--- config.mk ---
export PLATFORM = sky130hd
export DESIGN_NAME = gpio_outmux
export DESIGN_NICKNAME = d
export VERILOG_FILES = /design/src/rtl/gpio_outmux_pkg.sv /design/src/rtl/gpio_cfg_regs.sv /design/src/rtl/gpio_line_mux.sv /design/src/rtl/gpio_outmux.sv
export SDC_FILE = /design/constraint.sdc
export NUM_CORES = 1
export LEC_CHECK = 0
export ABC_AREA = 0
export CORE_ASPECT_RATIO = 0.8
export CORE_MARGIN = 2
export CORE_UTILIZATION = 51
export CTS_BUF_LIST = sky130_fd_sc_hd__clkbuf_8
export DETAILED_ROUTE_END_ITERATION = 10
export PLACE_DENSITY_LB_ADDON = 0.2
export SYNTH_ARGS = -nofsm -noshare
export SYNTH_HDL_FRONTEND = slang
export SYNTH_SLANG_ARGS = --single-unit
--- constraint.sdc ---
create_clock -name clk -period 2.35 [get_ports clk]
set_input_delay 0.47 -clock clk [delete_from_list [all_inputs] [get_ports clk]]
set_output_delay 0.47 -clock clk [all_outputs]
set_load 0.005 [all_outputs]
--- src/rtl/gpio_outmux_pkg.sv ---
package gpio_outmux_pkg;
    localparam int unsigned BUS_W     = 32;
    localparam int unsigned ADDR_W    = 5;
    localparam int unsigned NUM_FUNCS = 4;
    localparam int unsigned SEL_W     = $clog2(NUM_FUNCS);
    localparam int unsigned KEY_W     = 24;
    localparam logic [KEY_W-1:0] KEY_DEFAULT = 24'h5AC3E1;

    typedef enum logic [ADDR_W-1:0] {
        A_OE_SET  = 5'd0,  A_OE_CLR  = 5'd1,
        A_DAT_SET = 5'd2,  A_DAT_CLR = 5'd3,
        A_MD_SET  = 5'd4,  A_MD_CLR  = 5'd5,
        A_PU_SET  = 5'd6,  A_PU_CLR  = 5'd7,
        A_PD_SET  = 5'd8,  A_PD_CLR  = 5'd9,
        A_SLO_SET = 5'd10, A_SLO_CLR = 5'd11,
        A_SHI_SET = 5'd12, A_SHI_CLR = 5'd13,
        A_IO_SET  = 5'd14, A_IO_CLR  = 5'd15,
        A_MSK_SET = 5'd16, A_MSK_CLR = 5'd17,
        A_SYNC    = 5'd18,
        A_WP_CTRL = 5'd19,
        A_WP_STAT = 5'd20
    } reg_addr_e;
endpackage

--- src/rtl/gpio_cfg_regs.sv ---
module gpio_cfg_regs
    import gpio_outmux_pkg::*;
#(
    parameter int unsigned NUM_LINES = 32,
    parameter logic [KEY_W-1:0] KEY = KEY_DEFAULT
) (
    input  logic                 clk,
    input  logic                 rst_n,
    input  logic                 wr_en,
    input  logic [ADDR_W-1:0]    wr_addr,
    input  logic [BUS_W-1:0]     wr_data,
    input  logic                 rd_en,
    input  logic [ADDR_W-1:0]    rd_addr,
    output logic [BUS_W-1:0]     rd_data,
    output logic [NUM_LINES-1:0] oe_q,
    output logic [NUM_LINES-1:0] dat_q,
    output logic [NUM_LINES-1:0] md_q,
    output logic [NUM_LINES-1:0] pu_q,
    output logic [NUM_LINES-1:0] pd_q,
    output logic [NUM_LINES-1:0] slo_q,
    output logic [NUM_LINES-1:0] shi_q,
    output logic [NUM_LINES-1:0] io_q,
    output logic [NUM_LINES-1:0] msk_q,
    output logic                 wp_q,
    output logic                 viol_q
);
    typedef struct packed {
        logic [NUM_LINES-1:0] oe;
        logic [NUM_LINES-1:0] dat;
        logic [NUM_LINES-1:0] md;
        logic [NUM_LINES-1:0] pu;
        logic [NUM_LINES-1:0] pd;
        logic [NUM_LINES-1:0] slo;
        logic [NUM_LINES-1:0] shi;
        logic [NUM_LINES-1:0] io;
        logic [NUM_LINES-1:0] msk;
        logic                 wp;
        logic                 viol;
    } cfg_t;

    cfg_t st_d, st_q;
    logic [NUM_LINES-1:0] lines;
    logic key_ok, cfg_hit, blocked;

    always_comb begin
        st_d    = st_q;
        lines   = wr_data[NUM_LINES-1:0];
        key_ok  = (wr_data[BUS_W-1:BUS_W-KEY_W] == KEY);
        case (wr_addr)
            A_OE_SET, A_OE_CLR, A_MD_SET, A_MD_CLR, A_PU_SET, A_PU_CLR,
            A_PD_SET, A_PD_CLR, A_SLO_SET, A_SLO_CLR, A_SHI_SET, A_SHI_CLR,
            A_IO_SET, A_IO_CLR, A_MSK_SET, A_MSK_CLR: cfg_hit = 1'b1;
            default:                                  cfg_hit = 1'b0;
        endcase
        blocked = wr_en && st_q.wp &&
                  (cfg_hit || (wr_addr == A_WP_CTRL && !key_ok));
        if (rd_en && rd_addr == A_WP_STAT) st_d.viol = 1'b0;
        if (blocked)                       st_d.viol = 1'b1;
        if (wr_en && !blocked) begin
            case (wr_addr)
                A_OE_SET:  st_d.oe  = st_q.oe  |  lines;
                A_OE_CLR:  st_d.oe  = st_q.oe  & ~lines;
                A_DAT_SET: st_d.dat = st_q.dat |  lines;
                A_DAT_CLR: st_d.dat = st_q.dat & ~lines;
                A_MD_SET:  st_d.md  = st_q.md  |  lines;
                A_MD_CLR:  st_d.md  = st_q.md  & ~lines;
                A_PU_SET: begin
                    st_d.pu = st_q.pu |  lines;
                    st_d.pd = st_q.pd & ~lines;
                end
                A_PU_CLR:  st_d.pu  = st_q.pu  & ~lines;
                A_PD_SET: begin
                    st_d.pd = st_q.pd |  lines;
                    st_d.pu = st_q.pu & ~lines;
                end
                A_PD_CLR:  st_d.pd  = st_q.pd  & ~lines;
                A_SLO_SET: st_d.slo = st_q.slo |  lines;
                A_SLO_CLR: st_d.slo = st_q.slo & ~lines;
                A_SHI_SET: st_d.shi = st_q.shi |  lines;
                A_SHI_CLR: st_d.shi = st_q.shi & ~lines;
                A_IO_SET:  st_d.io  = st_q.io  |  lines;
                A_IO_CLR:  st_d.io  = st_q.io  & ~lines;
                A_MSK_SET: st_d.msk = st_q.msk |  lines;
                A_MSK_CLR: st_d.msk = st_q.msk & ~lines;
                A_SYNC:    st_d.dat = (st_q.dat & ~st_q.msk) | (lines & st_q.msk);
                A_WP_CTRL: if (key_ok) st_d.wp = wr_data[0];
                default: ;
            endcase
        end
    end

    always_ff @(posedge clk or negedge rst_n) begin
        if (!rst_n) begin
            st_q    <= '0;
            st_q.io <= '1;
        end else begin
            st_q <= st_d;
        end
    end

    always_comb begin
        rd_data = '0;
        case (rd_addr)
            A_OE_SET:  rd_data[NUM_LINES-1:0] = st_q.oe;
            A_DAT_SET: rd_data[NUM_LINES-1:0] = st_q.dat;
            A_MD_SET:  rd_data[NUM_LINES-1:0] = st_q.md;
            A_PU_SET:  rd_data[NUM_LINES-1:0] = st_q.pu;
            A_PD_SET:  rd_data[NUM_LINES-1:0] = st_q.pd;
            A_SLO_SET: rd_data[NUM_LINES-1:0] = st_q.slo;
            A_SHI_SET: rd_data[NUM_LINES-1:0] = st_q.shi;
            A_IO_SET:  rd_data[NUM_LINES-1:0] = st_q.io;
            A_MSK_SET: rd_data[NUM_LINES-1:0] = st_q.msk;
            A_WP_STAT: rd_data[1:0]           = {st_q.viol, st_q.wp};
            default: ;
        endcase
    end

    assign oe_q   = st_q.oe;
    assign dat_q  = st_q.dat;
    assign md_q   = st_q.md;
    assign pu_q   = st_q.pu;
    assign pd_q   = st_q.pd;
    assign slo_q  = st_q.slo;
    assign shi_q  = st_q.shi;
    assign io_q   = st_q.io;
    assign msk_q  = st_q.msk;
    assign wp_q   = st_q.wp;
    assign viol_q = st_q.viol;
endmodule

--- src/rtl/gpio_line_mux.sv ---
module gpio_line_mux
    import gpio_outmux_pkg::*;
(
    input  logic                 io_en,
    input  logic                 md,
    input  logic [SEL_W-1:0]     sel,
    input  logic                 dat,
    input  logic                 oe,
    input  logic [NUM_FUNCS-1:0] fn_out,
    input  logic [NUM_FUNCS-1:0] fn_oe,
    output logic                 pad_out,
    output logic                 pad_oe
);
    logic val, en;

    always_comb begin
        if (io_en) begin
            val = dat;
            en  = oe;
        end else begin
            val = fn_out[sel];
            en  = fn_oe[sel];
        end
        pad_out = md ? 1'b0 : val;
        pad_oe  = md ? (en & ~val) : en;
    end
endmodule

--- src/rtl/gpio_outmux.sv ---
module gpio_outmux
    import gpio_outmux_pkg::*;
#(
    parameter int unsigned NUM_LINES = 32,
    parameter logic [KEY_W-1:0] KEY = KEY_DEFAULT
) (
    input  logic                           clk,
    input  logic                           rst_n,
    input  logic                           wr_en,
    input  logic [ADDR_W-1:0]              wr_addr,
    input  logic [BUS_W-1:0]               wr_data,
    input  logic                           rd_en,
    input  logic [ADDR_W-1:0]              rd_addr,
    output logic [BUS_W-1:0]               rd_data,
    input  logic [NUM_FUNCS*NUM_LINES-1:0] periph_out,
    input  logic [NUM_FUNCS*NUM_LINES-1:0] periph_oe,
    output logic [NUM_LINES-1:0]           pad_out,
    output logic [NUM_LINES-1:0]           pad_oe,
    output logic [NUM_LINES-1:0]           pad_pu,
    output logic [NUM_LINES-1:0]           pad_pd
);
    logic [NUM_LINES-1:0] oe_q, dat_q, md_q, pu_q, pd_q, slo_q, shi_q, io_q, msk_q;
    logic wp_q, viol_q;
    logic [NUM_LINES-1:0][NUM_FUNCS-1:0] fn_out_l, fn_oe_l;

    gpio_cfg_regs #(.NUM_LINES(NUM_LINES), .KEY(KEY)) u_regs (
        .clk(clk), .rst_n(rst_n),
        .wr_en(wr_en), .wr_addr(wr_addr), .wr_data(wr_data),
        .rd_en(rd_en), .rd_addr(rd_addr), .rd_data(rd_data),
        .oe_q(oe_q), .dat_q(dat_q), .md_q(md_q), .pu_q(pu_q), .pd_q(pd_q),
        .slo_q(slo_q), .shi_q(shi_q), .io_q(io_q), .msk_q(msk_q),
        .wp_q(wp_q), .viol_q(viol_q)
    );

    for (genvar i = 0; i < NUM_LINES; i++) begin : g_line
        for (genvar f = 0; f < NUM_FUNCS; f++) begin : g_fn
            assign fn_out_l[i][f] = periph_out[f*NUM_LINES + i];
            assign fn_oe_l[i][f]  = periph_oe[f*NUM_LINES + i];
        end
        gpio_line_mux u_mux (
            .io_en(io_q[i]), .md(md_q[i]), .sel({shi_q[i], slo_q[i]}),
            .dat(dat_q[i]), .oe(oe_q[i]),
            .fn_out(fn_out_l[i]), .fn_oe(fn_oe_l[i]),
            .pad_out(pad_out[i]), .pad_oe(pad_oe[i])
        );
    end

    assign pad_pu = pu_q;
    assign pad_pd = pd_q;
endmodule

---- Word level (Yosys, flattened, before mapping) ----
Memory sizes are Yosys's and may differ from the RTL's.
Cells that the tools add are included.
storage, ports and cells
  memory bits (read-only) ................. 32
  memories ................................ 1
  word-level logic and storage cells ...... 461
  output and inout bits ................... 160
  bits of input ports ..................... 302
  register bits ........................... 290
cells by class
  equality and inequality tests ........... 29
  reduce and logical (&&, ||, !) cells .... 32
  order comparisons ....................... 32
  bitwise logic cells ..................... 87
  multiplexer cells ....................... 269
memory list
  name              depth  bits a word  rd ports  clocked after Yosys merged registers in  wr ports  line                 text
  (name not given)  32     1            1         0                                        0         gpio_cfg_regs.sv:49  case (wr_addr)
operators by type and width
  operator                                                     number
  one-hot mux 32 bit (2 select lines)                          8
  bitwise AND 32 bit                                           11
  bitwise OR 32 bit                                            10
  one-hot mux 30 bit (9 select lines)                          1
  two-way mux 1 bit                                            194
  binary-select mux 1 bit (select 2 bit)                       64
  less-than comparator 2 x 3 -> 1 bit (second input constant)  32
  one-hot mux 32 bit (3 select lines)                          1
  NOT 32 bit                                                   2
  equality test 5 x 4 -> 1 bit (second input constant)         12
  bitwise AND 1 bit                                            32
  NOT 1 bit                                                    32
  equality test 5 x 3 -> 1 bit (second input constant)         6
  equality test 5 bit (second input constant)                  6
  equality test 24 x 23 -> 1 bit (second input constant)       1
  one-hot mux 2 bit (10 select lines)                          1
  AND reduction 2 bit                                          9
  nonzero test 2 bit                                           9
  equality test 5 x 2 -> 1 bit (second input constant)         3
  logical NOT 5 bit                                            2
  equality test 5 x 1 -> 1 bit (second input constant)         1
  logical AND 1 bit                                            5
  OR reduction 2 bit                                           2
  AND reduction 3 bit                                          1
  3 further kinds                                              4

---- Depth between registers and ports, before layout ----
  depth after elaboration ................. 8
  depth in mapped cells ................... 8
  gate-level depth less buffers ........... 4

---- Modules after synthesis ----
From an unflattened synthesis, not the netlist that was laid out.
second synthesis, totals
  cells, all modules ...................... 1936
  area total of the unflattened synthesis .. 18082.3 um^2
by module, submodules not included
  module         instances  seq. area each (um^2)  area each (um^2)  cells an instance
  gpio_cfg_regs  1          7297.0                 14639.0           1456
  gpio_line_mux  32         0.0                    107.6             15

---- Least setup slack after synthesis ----
No wires, ideal clock.
  path type ............................... input to output
  start point ............................. input rd_addr[0]
  end point ............................... output rd_data[26]
  data required time ...................... 1880 ps
  setup slack ............................. 112 ps
  cell stages on the path ................. 8
  buffers on the path ..................... 4
  arrival ................................. 1768 ps
  path through ............................ buf_2 > nor3_1 > clkbuf_1 > and2_1 > buf_2 > buf_2 > a22oi_1 > nand3_1
on the way
  longest elaborated chain between the ends .. 2
  elaborated cells between the ends (all ways) .. 10
  classes of those cells .................. eq/ne (8); mux (1); reduce/logical (1)
RTL lines
  item                                         line                  text
  start: declaration                           gpio_outmux.sv:13     input logic [ADDR_W-1:0] rd_addr,
  equality test 5 bit (tied with other cells)  gpio_cfg_regs.sv:103  case (rd_addr)
  one-hot mux 30 bit (9 select lines) *        gpio_cfg_regs.sv:103
  end: declaration                             gpio_outmux.sv:14     output logic [BUS_W-1:0] rd_data,
Every way passes the cells marked *; elsewhere a longest branch is shown, timed or not.

==> results.yml <==
yosys:
  synth_top_cell_by_area: "sky130_fd_sc_hd__dfrtp_1"
  yosys-top-cells-area: "sky130_fd_sc_hd__dfrtp_1 35%, sky130_fd_sc_hd__mux4_2 8.0%, sky130_fd_sc_hd__o21ai_0 6.4%"
  postSynthNetCount: 2256
  synth_top_cell_area_share_pct: 35.5
  synth_xor_xnor_area_share_pct: 0
  yosys_warnings: 0
  synth_simple_gate_area_share_pct: 12.8
  post_synth_fa_ha_maj_area_fraction_pct: 0
  main_combinational_cell_family_by_area_after_synthesis: "compound AO/OA/AOI/OAI gates"
  synth.mux.area_fraction_pct: 11.9
  synth.avg_cell_area_um2: 9.32
  synth-edff-count: 0
  compound_gate_portion_of_the_synthesized_area_pct: 26.5
  synth_seq_cells: 290
  synth_sequential_area_ratio_pct: 40.1
  ys_top_cells_by_count: "283 x sky130_fd_sc_hd__nand2_1, 258 x sky130_fd_sc_hd__dfrtp_1, 231 x sky130_fd_sc_hd__o21ai_0"
  synth_cell_types: 57
  synth-async-reset-ratio_pct: 100
  mappedNetlistArea_mm2: 0.0182
  postSynthCellCount: 1954
  synth_top_flop_cell: "sky130_fd_sc_hd__dfrtp_1"
  synthMostInstantiatedCell: "sky130_fd_sc_hd__nand2_1"
place:
  routabilityCongestion: 0.917
  post-dp-hpwl_um: 53600
  port_buffers: 461
grt:
  largest_net_degree_at_the_start_of_global_routing: 128
  grt_overflow: 0
  grt_pass1_vias: 19852
  globalRouteTotalUtil_pct: 39.9
  grt_pass1_wl_um: 116000
  antenna_found_initial: 4
routing:
  totalWireLength_um: 77200
  drt-met1-wl_um: 28500
  routed-wl-met3_um: 9770
  wl_per_cell_um: 25.5
  route.top_layer_used: "met5"
  drtIter0Drc: 2596
  routed-wl-met2_um: 35200
  routed-via-count: 19892
  post-route-drc-count: 0
  remaining_number_of_nets_flagged_by_the_antenna_check_after_routing: 0
  drt-pass1-iter-count: 6
  avgViaCountPerCell: 6.56
die:
  io_pins: 462
  die_h_um: 173
  fp-row-count: 61
  fp.coreArea_mm2: 0.0350
  floorplan.die.width_um: 215
  initial_utilization_pct: 52.1
  die_outline_area_mm2: 0.0372
timing:
  finalHoldWorstSlack_ps: 411
  timing.final.setup_violations: 40
  tns_ps: -3280
  clock_skew_ps: 11.0
  grt_setup_unrepaired: "true"
  period_share_pct: 110
  slew_viol_final: 0
  final.setup.worst_slack_ps: -237
  max_freq_mhz: 386
  final_period_minus_worst_setup_slack_ps: 2590
  max_slew.worst_pin.slew_ps: 677
  hold_viol: 0
  timing.slew.headroom_pct: 54.9
worst_setup_path:
  cp-end-kind: "primary output"
  cp_class: "reg -> out"
  worst-endpoint-arrival_ps: 2120
  cp_data_required_time_ps: 1880
  startpoint_type_of_the_worst_setup_path: "register"
  critical_path.max_fanout: 3
clock_network:
  clock_tree.htree_level_count: 2
  clk_transition_reported_paths_ps: 70
  worst_skew_pair_later_pin_latency_ps: 580
  cts.sink_count: 290
  root_buffer: "sky130_fd_sc_hd__clkbuf_8"
  clock_path_buffers: 3
  cts_made_buffers: 48
  cts_tree: "yes"
layout:
  area.growth.synth_to_final_pct: 45.7
  fraction_of_layout_instances_using_a_drive_strength_above_1_pct: 30.8
  final_nets: 2821
pwr:
  vdd_drop_max_v: 0.000465
  power.combinational.fraction_pct: 32.5
  net-switching-power_mw: 6.15
  power.density_mw_per_mm2: 681
  clockPowerShare_pct: 26.8
  total_leakage_power_nw: 11.3
  p_sw_share_pct: 34.0
  internal-power_mw: 11.9
  power.share.sequential_pct: 40.7
min_path:
  hold_class: "in -> async"
job:
  maxCapViolCount: 0
outcome:
  outcome: "finished with violations"
  failed_checks: "negative setup slack"
through the flow:
stage                     total power [mW]  setup slack [ps]  cell area, um^2  utilization (%)  cells
final                                 18.1              -237            26500             75.9   3032
after global routing                  18.8              -252            26500             75.9   3032
after floorplan                       9.99               112            18200                -   1954
after detailed placement              13.0              -954            24400             69.7   2875
after CTS                             17.8              -209            26200             74.9   3018
after global placement                12.8              -877            24400             69.7   2875
cells by family (layout without fill, tap and decap cells):
| group | count (synthesis) | in the layout |
|---|---|---|
| AO/OA/AOI/OAI | 708 | 708 |
| AND/OR/NAND/NOR | 507 | 507 |
| buffers and inverters | 317 | 922 |
| flip-flops | 290 | 290 |
| multiplexers | 132 | 132 |
| other | 0 | 1 |
layout by cell type, fill, tap and decap left out, types with 51 or more instances in the layout:
cell type and count:
sky130_fd_sc_hd__a21oi_1 79, sky130_fd_sc_hd__buf_2 90, sky130_fd_sc_hd__buf_4 191, sky130_fd_sc_hd__buf_6 69, sky130_fd_sc_hd__clkbuf_8 60, sky130_fd_sc_hd__clkdlybuf4s50_1 356
sky130_fd_sc_hd__dfrtp_1 256, sky130_fd_sc_hd__inv_1 83, sky130_fd_sc_hd__mux4_2 65, sky130_fd_sc_hd__nand2_1 268, sky130_fd_sc_hd__nand3_1 57, sky130_fd_sc_hd__nor2_1 51
sky130_fd_sc_hd__o21ai_0 200, sky130_fd_sc_hd__o31ai_1 144
per-layer routing:
layer	vias up	track usage, %
met5	-	0
met4	2	18.3
met3	317	10.2
met2	1559	62.6
met1	9640	52.0
li1	8374	-
path summary, 6_finish.rpt:
| path | from | to | slack (ps) | cells after the start |
|---|---|---|---|---|
| worst max-delay path | register | rd_data[30] | -240 | 5 |
| worst min-delay path | rst_n | async pin | 410 | 2 |
| worst max register to register | u_regs.wp_q$_DFFE_PN0P_ | register | 210 | 4 |
| worst min register to register | u_regs.viol_q$_DFFE_PN0P_ | u_regs.viol_q$_DFFE_PN0P_ | 520 | 2 |
| max in group asynchronous | rst_n | async pin | 1150 | 3 |
| min in group clk | wr_addr[4] | u_regs.viol_q$_DFFE_PN0P_ | 450 | 5 |
cell type report:
class	instances	area, um^2
sequential	290	7300
antenna	1	2.50
multi-input combinational	1347	9980
clock inverter	30	211
tap	472	591
fill	2453	8430
timing repair buffer	766	7370
clock buffer	60	826
inverter	66	248
critical path, stage by stage (launching register included):
cell	delay (ps)
sky130_fd_sc_hd__dfrtp_1	430
sky130_fd_sc_hd__mux2_4	290
sky130_fd_sc_hd__a32o_2	250
sky130_fd_sc_hd__a221oi_2	210
sky130_fd_sc_hd__nand3_1	190
sky130_fd_sc_hd__buf_2	170
power groups by stage:
stage / registers, mW / logic (mW) / clock network [mW]
6_report: 7.36 / 5.88 / 4.84
4_1_cts: 7.26 / 5.68 / 4.81
3_5_place_dp: 7.30 / 5.65 / 0
3_3_place_gp: 7.28 / 5.50 / 0
5_1_grt: 7.44 / 6.30 / 5.06
2_1_floorplan: 6.93 / 3.06 / 0
what timing repair did:
item                                    4_1_cts  5_1_grt
pin swaps                                    93       72
cloned                                        3        2
hold endpoints to repair                     38        0
buffers inserted                             53       27
hold buffers                                  1        0
endpoints found under the setup margin       96       82
gates resized for setup                     571       91
Power figures use the tool's default switching activity.
